--- config.mk ---
export PLATFORM = sky130hd
export DESIGN_NAME = chip_erase_seq
export DESIGN_NICKNAME = d
export VERILOG_FILES = /design/src/rtl/chip_erase_pkg.sv /design/src/rtl/chip_erase_dp.sv /design/src/rtl/chip_erase_ctrl.sv /design/src/rtl/chip_erase_seq.sv
export SDC_FILE = /design/constraint.sdc
export NUM_CORES = 1
export LEC_CHECK = 0
export BUFFER_PORTS_ARGS = -buffer_cell sky130_fd_sc_hd__clkbuf_2
export CAP_MARGIN = 20
export CORE_ASPECT_RATIO = 0.6
export CORE_MARGIN = 2
export CORE_UTILIZATION = 53
export CTS_BUF_LIST = sky130_fd_sc_hd__clkbuf_2 sky130_fd_sc_hd__clkbuf_4 sky130_fd_sc_hd__clkbuf_8
export CTS_CLUSTER_SIZE = 25
export DETAILED_ROUTE_END_ITERATION = 7
export GPL_ROUTABILITY_DRIVEN = 0
export PLACE_DENSITY = 0.78
export SETUP_SLACK_MARGIN = 0.4
export SLEW_MARGIN = 20
export SYNTH_ARGS = -nofsm -noshare
export SYNTH_HDL_FRONTEND = slang
export SYNTH_SLANG_ARGS = --single-unit
--- constraint.sdc ---
create_clock -name clk -period 2.1 [get_ports clk]
set_input_delay 0.315 -clock clk [delete_from_list [all_inputs] [get_ports clk]]
set_output_delay 0.315 -clock clk [all_outputs]
set_load 0.005 [all_outputs]
--- src/rtl/chip_erase_pkg.sv ---
package chip_erase_pkg;

  typedef enum logic [3:0] {
    ST_IDLE,
    ST_PRECOND,
    ST_ER_SETUP,
    ST_ER_GO,
    ST_ER_WAIT,
    ST_EV_CMD,
    ST_EV_WAIT,
    ST_EV_RD,
    ST_EV_CHK,
    ST_FINISH
  } seqState_t;

  // strobes from control to datapath
  typedef struct packed {
    logic clrAddr;
    logic incAddr;
    logic clrPulse;
    logic incPulse;
    logic loadErase;
    logic loadVerify;
  } dpCtl_t;

  localparam logic [7:0] CMD_ERASE   = 8'h20;
  localparam logic [7:0] CMD_EVERIFY = 8'hA0;
  localparam logic [7:0] CMD_READ    = 8'h00;
  localparam logic [7:0] BYTE_ERASED = 8'hFF;

endpackage

--- src/rtl/chip_erase_dp.sv ---
module chip_erase_dp
  import chip_erase_pkg::*;
#(
  parameter int AW          = 18,
  parameter int LAST_ADDR   = (1 << AW) - 1,
  parameter int PULSE_LIMIT = 1000,
  parameter int ERASE_WAIT  = 1000000,
  parameter int VERIFY_WAIT = 600
) (
  input  logic          clk,
  input  logic          rstN,
  input  dpCtl_t        ctl,
  output logic [AW-1:0] addr,
  output logic          lastAddr,
  output logic          limitNext,
  output logic          timerZero
);
  localparam int MAXW = (ERASE_WAIT > VERIFY_WAIT) ? ERASE_WAIT : VERIFY_WAIT;
  localparam int TW   = $clog2(MAXW + 1);
  localparam int PW   = $clog2(PULSE_LIMIT + 1);

  logic [PW-1:0] pulseCnt;
  logic [TW-1:0] timerCnt;

  // address walk
  always_ff @(posedge clk) begin
    if (!rstN)            addr <= '0;
    else if (ctl.clrAddr) addr <= '0;
    else if (ctl.incAddr) addr <= addr + 1'b1;
  end

  // chip-wide pulse counter
  always_ff @(posedge clk) begin
    if (!rstN)             pulseCnt <= '0;
    else if (ctl.clrPulse) pulseCnt <= '0;
    else if (ctl.incPulse) pulseCnt <= pulseCnt + 1'b1;
  end

  // shared down-counter for both waits
  always_ff @(posedge clk) begin
    if (!rstN)               timerCnt <= '0;
    else if (ctl.loadErase)  timerCnt <= TW'(ERASE_WAIT - 1);
    else if (ctl.loadVerify) timerCnt <= TW'(VERIFY_WAIT - 1);
    else if (timerCnt != '0) timerCnt <= timerCnt - 1'b1;
  end

  assign lastAddr  = (addr == AW'(LAST_ADDR));
  assign limitNext = (pulseCnt == PW'(PULSE_LIMIT - 1));
  assign timerZero = (timerCnt == '0);

  AST_PULSE_BOUND: assert property (@(posedge clk) disable iff (!rstN)
    pulseCnt < PW'(PULSE_LIMIT));

  AST_ADDR_BOUND: assert property (@(posedge clk) disable iff (!rstN)
    addr <= AW'(LAST_ADDR));

endmodule

--- src/rtl/chip_erase_ctrl.sv ---
module chip_erase_ctrl
  import chip_erase_pkg::*;
#(
  parameter int AW = 18
) (
  input  logic          clk,
  input  logic          rstN,
  input  logic          start,
  input  logic          pgmAck,
  input  logic [7:0]    busRdata,
  input  logic [AW-1:0] addr,
  input  logic          lastAddr,
  input  logic          limitNext,
  input  logic          timerZero,
  output dpCtl_t        ctl,
  output logic          busWr,
  output logic          busRd,
  output logic [AW-1:0] busAddr,
  output logic [7:0]    busWdata,
  output logic          vppEn,
  output logic          pgmReq,
  output logic          done,
  output logic          error
);
  seqState_t state, nextState;
  logic failSeen, setFail;

  always_comb begin
    nextState = state;
    ctl       = '0;
    busWr     = 1'b0;
    busRd     = 1'b0;
    busAddr   = '0;
    busWdata  = CMD_READ;
    pgmReq    = 1'b0;
    setFail   = 1'b0;
    case (state)
      ST_IDLE:    if (start) nextState = ST_PRECOND;
      ST_PRECOND: begin
        pgmReq = 1'b1;
        if (pgmAck) begin
          ctl.clrAddr  = 1'b1;
          ctl.clrPulse = 1'b1;
          nextState    = ST_ER_SETUP;
        end
      end
      ST_ER_SETUP: begin
        busWr     = 1'b1;
        busWdata  = CMD_ERASE;
        nextState = ST_ER_GO;
      end
      ST_ER_GO: begin
        busWr         = 1'b1;
        busWdata      = CMD_ERASE;
        ctl.loadErase = 1'b1;
        nextState     = ST_ER_WAIT;
      end
      ST_ER_WAIT: if (timerZero) nextState = ST_EV_CMD;
      ST_EV_CMD: begin
        busWr          = 1'b1;
        busWdata       = CMD_EVERIFY;
        busAddr        = addr;
        ctl.loadVerify = 1'b1;
        nextState      = ST_EV_WAIT;
      end
      ST_EV_WAIT: if (timerZero) nextState = ST_EV_RD;
      ST_EV_RD: begin
        busRd     = 1'b1;
        busAddr   = addr;
        nextState = ST_EV_CHK;
      end
      ST_EV_CHK: begin
        if (busRdata == BYTE_ERASED) begin
          if (lastAddr) nextState = ST_FINISH;
          else begin
            ctl.incAddr = 1'b1;
            nextState   = ST_EV_CMD;
          end
        end else if (limitNext) begin
          setFail   = 1'b1;
          nextState = ST_FINISH;
        end else begin
          ctl.incPulse = 1'b1;
          nextState    = ST_ER_SETUP;
        end
      end
      ST_FINISH: begin
        busWr     = 1'b1;
        busWdata  = CMD_READ;
        nextState = ST_IDLE;
      end
      default: nextState = ST_IDLE;
    endcase
  end

  always_ff @(posedge clk) begin
    if (!rstN) begin
      state    <= ST_IDLE;
      vppEn    <= 1'b0;
      done     <= 1'b0;
      error    <= 1'b0;
      failSeen <= 1'b0;
    end else begin
      state <= nextState;
      if (state == ST_IDLE && start) begin
        vppEn    <= 1'b1;
        done     <= 1'b0;
        error    <= 1'b0;
        failSeen <= 1'b0;
      end
      if (setFail) failSeen <= 1'b1;
      if (state == ST_FINISH) begin
        vppEn <= 1'b0;
        done  <= !failSeen;
        error <= failSeen;
      end
    end
  end

  AST_VPP_ON_WRITE: assert property (@(posedge clk) disable iff (!rstN)
    busWr |-> vppEn);

  AST_BUS_EXCL: assert property (@(posedge clk) disable iff (!rstN)
    !(busWr && busRd));

  AST_FLAG_EXCL: assert property (@(posedge clk) disable iff (!rstN)
    !(done && error));

  AST_START_CLEARS: assert property (@(posedge clk) disable iff (!rstN)
    (state == ST_IDLE && start) |=> (!done && !error && vppEn && pgmReq));

  AST_ERR_AT_LIMIT: assert property (@(posedge clk) disable iff (!rstN)
    $rose(error) |-> $past(failSeen));

  AST_VPP_DROP: assert property (@(posedge clk) disable iff (!rstN)
    (state == ST_FINISH) |=> (!vppEn && (done || error)));

endmodule

--- src/rtl/chip_erase_seq.sv ---
module chip_erase_seq
  import chip_erase_pkg::*;
#(
  parameter int AW          = 18,
  parameter int LAST_ADDR   = (1 << AW) - 1,
  parameter int PULSE_LIMIT = 1000,
  parameter int ERASE_WAIT  = 1000000,
  parameter int VERIFY_WAIT = 600
) (
  input  logic          clk,
  input  logic          rstN,
  input  logic          start,
  input  logic          pgmAck,
  input  logic [7:0]    busRdata,
  output logic          busWr,
  output logic          busRd,
  output logic [AW-1:0] busAddr,
  output logic [7:0]    busWdata,
  output logic          vppEn,
  output logic          pgmReq,
  output logic          done,
  output logic          error
);
  dpCtl_t        ctl;
  logic [AW-1:0] addr;
  logic          lastAddr, limitNext, timerZero;

  chip_erase_ctrl #(.AW(AW)) u_ctrl (
    .clk(clk), .rstN(rstN), .start(start), .pgmAck(pgmAck), .busRdata(busRdata),
    .addr(addr), .lastAddr(lastAddr), .limitNext(limitNext), .timerZero(timerZero),
    .ctl(ctl), .busWr(busWr), .busRd(busRd), .busAddr(busAddr), .busWdata(busWdata),
    .vppEn(vppEn), .pgmReq(pgmReq), .done(done), .error(error)
  );

  chip_erase_dp #(
    .AW(AW), .LAST_ADDR(LAST_ADDR), .PULSE_LIMIT(PULSE_LIMIT),
    .ERASE_WAIT(ERASE_WAIT), .VERIFY_WAIT(VERIFY_WAIT)
  ) u_dp (
    .clk(clk), .rstN(rstN), .ctl(ctl), .addr(addr),
    .lastAddr(lastAddr), .limitNext(limitNext), .timerZero(timerZero)
  );

endmodule

# Word level (Yosys, flattened, before mapping)
# Cells that the tools add are included.
# totals
regBits	56
inputBits	12
out_inout_bits	32
elab_cells	80
# op_classes
addsub	3
eq_ne	16
muxes	33
bitwise_logic	1
reduce_logical	17
# op_table
operator	count
20-bit 2-to-1 mux	3
4-bit case mux with 9 select lines	1
4-bit 2-to-1 mux	7
20-bit zero test	1
1-bit 2-to-1 mux	20
20-bit nonzero test	1
20-bit by 1-bit subtractor with 20-bit output, second input constant	1
18-bit by 1-bit adder with 18-bit output, second input constant	1
18-bit equality test, second input constant	1
18-bit 2-to-1 mux	1
4-bit by 3-bit equality test with 1-bit output, second input constant	4
8-bit case mux with 2 select lines	1
10-bit by 1-bit adder with 10-bit output, second input constant	1
10-bit equality test, second input constant	1
2-bit OR reduction	5
4-bit by 2-bit equality test with 1-bit output, second input constant	2
4-bit equality test, second input constant	2
8-bit equality test, second input constant	1
2-bit != test, second input constant	4
2-bit nonzero test	3
4-bit by 1-bit equality test with 1-bit output, second input constant	1
4-bit zero test	1
4-bit AND reduction	1
4-bit OR reduction	1
other kinds (5)	5

# Depth between registers and ports, before layout
# Gate-level depths: netlist of run 1.
# logic_depth
ltp_word	5
ltp_mapped	7
depth_no_buf	7

# Hierarchy
# From an unflattened synthesis of run 1, not the netlist that was laid out.
# unflattened
hier_cells	385
area_unflattened_um2	3089.2
# by_module_without_submodules
module	n_inst	cells_per_inst	area_each_um2	seq_area_each_um2
chip_erase_dp	1	286	2362.3	960.9
chip_erase_ctrl	1	99	726.9	160.2

# Worst setup path after synthesis of run 1
# Ideal clock, no wire load.
# synth_path
path_kind	reg2reg
start	reg u_ctrl.state[1]
end	reg u_dp.pulseCnt[7]
setup_time_ns	0.072
arrival_ns	2.031
required_time_ns	2.028
setup_slack_ns	-0.003
stages_incl_launch_ff	6
n_path_buf	0
synth_period_minus_slack_ns	2.103
cell_sequence	dfxtp_1 > or4b_4 > o21bai_4 > or4_4 > or3_1 > a21oi_1
# synth_between
elab_chain_cells	3
elab_cells_between_ends	5
cone_classes	2 x eq/ne; 2 x mux; 1 x reduce/logical
# synth_lines
element	line	rtl
from (decl)	chip_erase_ctrl.sv:25	seqState_t state, nextState;
from (signal assigned)	chip_erase_ctrl.sv:104	state <= nextState;
4-bit by 1-bit equality test with 1-bit output	chip_erase_ctrl.sv:37	case (state)
1-bit 2-to-1 mux	chip_erase_ctrl.sv:37	
2-bit OR reduction (no line)	--	
to (signal assigned)	chip_erase_dp.sv:36	else if (ctl.incPulse) pulseCnt <= pulseCnt + 1'b1;
to (decl)	chip_erase_dp.sv:22	logic [PW-1:0] pulseCnt;
# Parallel ways exist; a longest one is shown, timed or not.
# A chain may end at the register's enable or synchronous reset.

# Worst setup path in the final report of run 1
# layout_path
start	reg u_ctrl.state[0]
end	reg u_dp.pulseCnt[7]
# The elaborated chain is that of the path after synthesis.

==> results of run 1 <==
==> final timing paths <==
kind,to,depth (start not counted)
worst max-delay path,u_dp.pulseCnt[7],5
worst min-delay path,u_ctrl.state[0],3
worst max register to register,u_dp.pulseCnt[7],5
worst min register to register,u_dp.timerCnt[11],2
==> sequential cells by signal (all words and copies together) (netlist names) <==
| register | cells |
|---|---|
| u_ctrl.failSeen | 1 |
| u_ctrl.vppEn | 1 |
| u_ctrl.state | 4 |
| u_dp.pulseCnt | 10 |
| u_ctrl.error | 1 |
| u_ctrl.done | 1 |
| u_dp.timerCnt | 20 |
| u_dp.addr | 18 |
==> worst register-to-register path: cells and delay by family, from the launching register on <==
family	cells	cell delay, ns
simple gates	3	1.39
compound gates	2	0.35
flops	1	0.35
==> area by class of cell <==
type | count | area share
well taps | 80 | 0.0200
flip-flops and latches | 56 | 0.232
clock buffers | 6 | 0.0153
clock inverters | 2 | 0.00701
inverters | 11 | 0.00976
repair buffers | 112 | 0.228
multi-input cells | 287 | 0.488
==> layout by cell type (no fill, tap or decap), drive strengths merged, types with 7 or more instances in the layout <==
cell type,Yosys,routed
and3,27,27
nor2,40,40
buf,7,87
clkbuf,15,30
or3,7,7
nand2,22,22
nand3,11,11
xor2,18,18
inv,11,11
o211ai,7,7
a21oi,17,17
nor4,9,9
o21ai,19,19
nor3,15,15
dfxtp,56,56
xnor2,15,15
nand4,9,9
==> power groups by stage <==
stage          clock [W]  combinational [W]  sequential, W
3_3_place_gp           0            0.00178        0.00144
2_1_floorplan          0            0.00144        0.00142
3_5_place_dp           0            0.00185        0.00145
6_report        0.000756            0.00375        0.00151
4_1_cts         0.000733            0.00255        0.00144
5_1_grt         0.000787            0.00382        0.00151
==> cells by family (layout without fill, tap and decap cells) <==
kind of cell,count (synthesis),in the layout,share of synthesized area
fa+ha+maj,4,4,0.0165
xor+xnor,33,33,0.0954
compound gates,69,69,0.145
simple gates,170,170,0.306
buf+inv,33,131,0.0487
other cells,1,6,0.00124
flops,56,56,0.370
mux,5,5,0.0165
==> metrics by stage <==
step,hold WS [ns],area (µm²),util,cells
after floorplan,0.456,3190,-,376
after global placement,0.474,3520,0.635,493
after detailed placement,0.479,3520,0.635,493
after CTS,0.340,4330,0.781,542
after global routing,0.397,5000,0.902,554
final,0.394,5000,0.902,554
==> Yosys cell counts, types with 6 or more instances <==
cell type  count
a21oi_1       17
and3_1        27
buf_4          6
clkbuf_1      15
dfxtp_1       56
inv_1         11
nand2_1       22
nand2b_1       6
nand3_1       11
nand4_1        9
nor2_1        40
nor3_1        14
nor4_1         8
o211ai_1       7
o21ai_0       18
or3_1          7
xnor2_1       15
xor2_1        18
==> repair_timing <==
action	CTS	global route
buffers inserted	38	9
setup endpoints to repair	73	78
gates resized for setup	77	120
pin swaps	21	42
gates cloned	3	3
==> layer usage <==
metal	GRT usage	up-vias	part of all wire	wire, µm
met1	0.509	1888	0.37	5700
met3	0.0738	132	0.15	2280
met2	0.539	483	0.41	6270
li1	-	1536	-	-
met4	0.154	0	0.063	962
met5	0	-	0	0
==> out/qor.csv, run 1 <==
stage;metric;value;unit
clock_network;Worst-Skew Late Latency;0.32;ns
synth;Syn Area/Cell;8.16;µm²
drt;drt initial violations;762;
floorplan;Starting Density;0.546;
clock_network;root buffer cell;clkbuf_8;
worst_setup_path;R2R setup slack;-0.06;ns
placed_design;Post-DP HPWL;5.54;mm
synth;area leader, netlist;dfxtp_1;
worst_hold_path;hold path startpoint;pgmAck;
clock_network;clock sinks;56;
worst_setup_path;Critical Path RT;2.35;ns
global_route;antenna violations before repair;0;
placed_design;input/output buffers;37;
pwr;Final Power;0.00601;W
cells_and_area;layout cells sized above 1;0.525;
drt;final wirelength;15.2;mm
timing;Final Slew Violations;0;
synth;Post-synth ARST share;0;
global_route;global-route wire length before repair;18.1;mm
synth;flop and latch count out of synthesis;56;
timing;clk_skew;0.0106;ns
worst_setup_path;Setup CP Type;reg -> reg;
floorplan;die height;62.6;µm
timing;Final setup violation count;5;
placed_design;dpl ws;0.0203;ns
timing;final worst setup slack;-0.0585;ns
pwr;Power Dens Cells;1200;mW/mm²
worst_setup_path;maximum fanout along the worst path;4;
cells_and_area;Layout area overhead;65.1;%
synth;post-synthesis sequential area ratio;0.370;
synth;Gate Count Post-Synth;371;
drt;drt pass-1 iters;6;
drt;WL per Instance;27.5;µm
global_route;vias in the first global route;3422;
timing;sum of negative setup slack;-0.114;ns
drt;Vias/cell;7.29;
floorplan;Placeable Area;0.00554;mm²
floorplan;Die W;102;µm
clock_network;TritonCTS Buffers;5;
cells_and_area;Fillers;198;
status;violated checks;setup timing;
synth;number of synthesized flops with an enable pin;0;
worst_hold_path;hold crit path type;in -> reg;
worst_setup_path;Worst setup EP type;flip-flop;
timing;RSZ-0062 raised after global routing;true;
floorplan;std cell rows;21;
pwr;Sw Ratio;0.434;
pwr;IR drop worst, VDD;1.67;mV
pwr;Psw;0.00261;W
synth;post-synth top area share;0.370;
clock_network;Worst-path clk slew;0.11;ns
worst_setup_path;Worst Path Buf+Inv;0;
global_route;largest net degree at the start of global routing;29;
worst_setup_path;startpoint types;flip-flop;
global_route;Tot GR Track Use;0.363;
timing;Slew @ Worst Pin;0.620;ns
clock_network;htree depth;2;
cells_and_area;Seq. cell area;0.00116;mm²
cells_and_area;# diodes;0;
worst_setup_path;slowest CP cell;or4b_4;
clock_network;TritonCTS clock tree;yes;
worst_setup_path;crit-path cells;or4b_4 -> o21bai_4 -> or4_4 -> or3_1 -> a21oi_1;
drt;antenna viol nets, final;0;
floorplan;Top Ports;44;
synth;post-synth cell types;52;
worst_setup_path;Critical Path Max Stage Delay;0.53;ns
pwr;internal power;0.00340;W
clock_network;Clock Path Buffers;2;
worst_setup_path;CP arrival;2.41;ns
pwr;Leak;1.94;nW
synth;top cells by area, synth;dfxtp_1, and3_1, xor2_1;
global_route;global route overflow;0;
synth;synthesized cell area;0.00303;mm²
timing;min Tclk post-route;2.16;ns
clock_network;Hold Buf Count CTS;0;
status;status;finished, violations left;
flow_run;MaxCap Viol Count;0;
cells_and_area;fin nets;489;
pwr;Logic pwr share;0.623;
floorplan;DIE AREA;0.00636;mm²
drt;detailed-route via count;4039;
worst_setup_path;Critical path origin;u_ctrl.state[0];
cells_and_area;multi-input combinational cell area;0.00244;mm²
timing;relative slew slack;0.587;
timing;part of the cycle the worst path needs;1.03;
timing;Hold Fails Final Rpt;0;
pwr;clock power share;0.126;
worst_setup_path;top cell family by delay on the critical path;simple AND/OR/NAND/NOR gates;
synth;yosys warns;0;
drt;DRC Markers;0;
timing;FMAX;463;MHz
synth;ys flop type;dfxtp_1;
pwr;proportion of power drawn by flip-flops and latches;0.251;
worst_setup_path;reg2reg start;u_ctrl.state[0];
No activity file was read; power rests on OpenSTA's default activity.
==> run 2: changes to the inputs <==
- SETUP_SLACK_MARGIN: 0.4 -> 0.5
==> run 2 against run 1 <==
The run still ends with setup timing left. Non-clock buffer count down 8. Utilization down 4.5 points. Critical path type unchanged. Via count down 8.4%. First-iteration DRC count down 25%. Largest cell class unchanged. Count of clock-buffer cells in the layout unchanged. Critical path depth unchanged. Wire length down 14%. Global-route usage down 5.2 points.
==> out/qor.csv, run 2 (synthesis results as in run 1) <==
stage;metric;value;unit
status;status;finished, violations left;
status;violated checks;setup timing;
timing;min Tclk post-route;2.22;ns
worst_setup_path;maximum fanout along the worst path;3;
pwr;IR drop worst, VDD;0.978;mV
drt;detailed-route via count;3701;
floorplan;std cell rows;21;
timing;part of the cycle the worst path needs;1.06;
worst_setup_path;Critical Path RT;2.37;ns
global_route;antenna violations before repair;0;
pwr;Final Power;0.00581;W
pwr;clock power share;0.108;
floorplan;DIE AREA;0.00636;mm²
timing;Final setup violation count;14;
clock_network;Clock Path Buffers;2;
global_route;global route overflow;0;
drt;DRC Markers;0;
global_route;vias in the first global route;3099;
timing;Hold Fails Final Rpt;0;
cells_and_area;Reg with most FFs;u_dp.timerCnt;
floorplan;die height;62.6;µm
cells_and_area;commonest cells after routing, fill and taps aside;buf_6, buf_4, nor2_1, dfxtp_1;
cells_and_area;Layout area overhead;56.8;%
worst_setup_path;Setup CP Type;reg -> reg;
cells_and_area;Largest register FFs;20;
floorplan;Die W;102;µm
clock_network;htree depth;2;
timing;FMAX;450;MHz
floorplan;Starting Density;0.546;
cells_and_area;Fillers;271;
drt;final wirelength;13.1;mm
timing;final worst setup slack;-0.124;ns
placed_design;Post-DP HPWL;5.50;mm
pwr;proportion of power drawn by flip-flops and latches;0.259;
global_route;largest net degree at the start of global routing;29;
cells_and_area;layout cells sized above 1;0.503;
cells_and_area;largest registers;u_dp.timerCnt: 20 flops, u_dp.addr: 18 flops, u_dp.pulseCnt: 10 flops;
clock_network;TritonCTS clock tree;yes;
cells_and_area;# diodes;0;
drt;antenna viol nets, final;0;
clock_network;TritonCTS Buffers;5;
drt;drt pass-1 iters;5;
timing;sum of negative setup slack;-0.619;ns
timing;Final Slew Violations;0;
pwr;Psw;0.00254;W
clock_network;Worst-path clk slew;0.11;ns
global_route;global-route wire length before repair;15.6;mm
pwr;Logic pwr share;0.634;
clock_network;Worst-Skew Late Latency;0.32;ns
pwr;Leak;1.82;nW
pwr;Sw Ratio;0.437;
placed_design;input/output buffers;37;
flow_run;MaxCap Viol Count;0;
cells_and_area;fin nets;481;
timing;clk_skew;0.00883;ns
drt;Vias/cell;6.79;
timing;Slew @ Worst Pin;0.549;ns
worst_setup_path;startpoint types;flip-flop;
timing;relative slew slack;0.632;
drt;WL per Instance;24.1;µm
drt;drt initial violations;570;
timing;RSZ-0062 raised after global routing;true;
pwr;Power Dens Cells;1220;mW/mm²
floorplan;Top Ports;44;
worst_hold_path;hold crit path type;in -> reg;
worst_setup_path;Worst setup EP type;flip-flop;
worst_setup_path;CP arrival;2.49;ns
cells_and_area;commonest non-fill, non-tap cell in the layout;buf_6;
clock_network;root buffer cell;clkbuf_8;
clock_network;clock sinks;56;
pwr;internal power;0.00327;W
global_route;Tot GR Track Use;0.310;
floorplan;Placeable Area;0.00554;mm²
[run 2: what timing repair did]
item                       CTS  global route
setup endpoints to repair   75            78
pin swaps                   35            36
hold buffers                 0             0
setup buffers               33            12
cloned                       2             0
gates resized for setup     73           103
[run 2: final cells by class]
| cell class | instances | area [µm²] | area share |
|---|---|---|---|
| clock buffer | 6 | 76.3 | 0.0161 |
| clock inverter | 1 | 5.00 | 0.00105 |
| inverter | 11 | 46.3 | 0.00974 |
| multi-input combinational | 287 | 2440 | 0.513 |
| sequential | 56 | 1160 | 0.245 |
| tap | 80 | 100 | 0.0211 |
| timing repair buffer | 104 | 925 | 0.195 |
[run 2: through the flow]
stage,hold slack [ns],worst slack [ns],cells,cell area [µm²],utilization
3_3_place_gp,0.471,0.0773,491,3550,0.641
2_1_floorplan,0.459,0.0167,376,3240,-
4_1_cts,0.350,0.0611,533,4150,0.749
5_1_grt,0.391,-0.140,545,4750,0.857
6_report,0.387,-0.124,545,4750,0.857
3_5_place_dp,0.478,0.0337,491,3550,0.641
[run 2: path summary, 6_finish.rpt]
check	startpoint	depth (start not counted)	slack, ns	endpoint
min	pgmAck	3	0.39	u_ctrl.state[0]
max reg2reg	u_ctrl.state[1]	5	-0.12	u_dp.pulseCnt[7]
max	u_ctrl.state[1]	5	-0.12	u_dp.pulseCnt[7]
min reg2reg	u_ctrl.error	2	0.52	u_ctrl.error
[run 2: critical path, cell delays in order, from the launching register on]
cell and delay, ns:
dfxtp_2 0.35, or4b_4 0.56, o21bai_4 0.20, or4_4 0.53, or3_1 0.39, a21oi_2 0.15
[run 2: power by group through the flow]
stage	clock, W	sequential, W	combinational (W)
after detailed placement	0	0.00148	0.00189
after global routing	0.000651	0.00151	0.00378
after global placement	0	0.00147	0.00185
after floorplan	0	0.00143	0.00156
after CTS	0.000594	0.00145	0.00267
final	0.000624	0.00150	0.00368
[run 2: metal layers]
| layer | up-vias | GRT usage | wire length [µm] |
|---|---|---|---|
| met5 | - | 0 | 0 |
| li1 | 1522 | - | - |
| met2 | 369 | 0.449 | 5610 |
| met3 | 107 | 0.0738 | 1740 |
| met4 | 0 | 0.0963 | 816 |
| met1 | 1703 | 0.454 | 4960 |
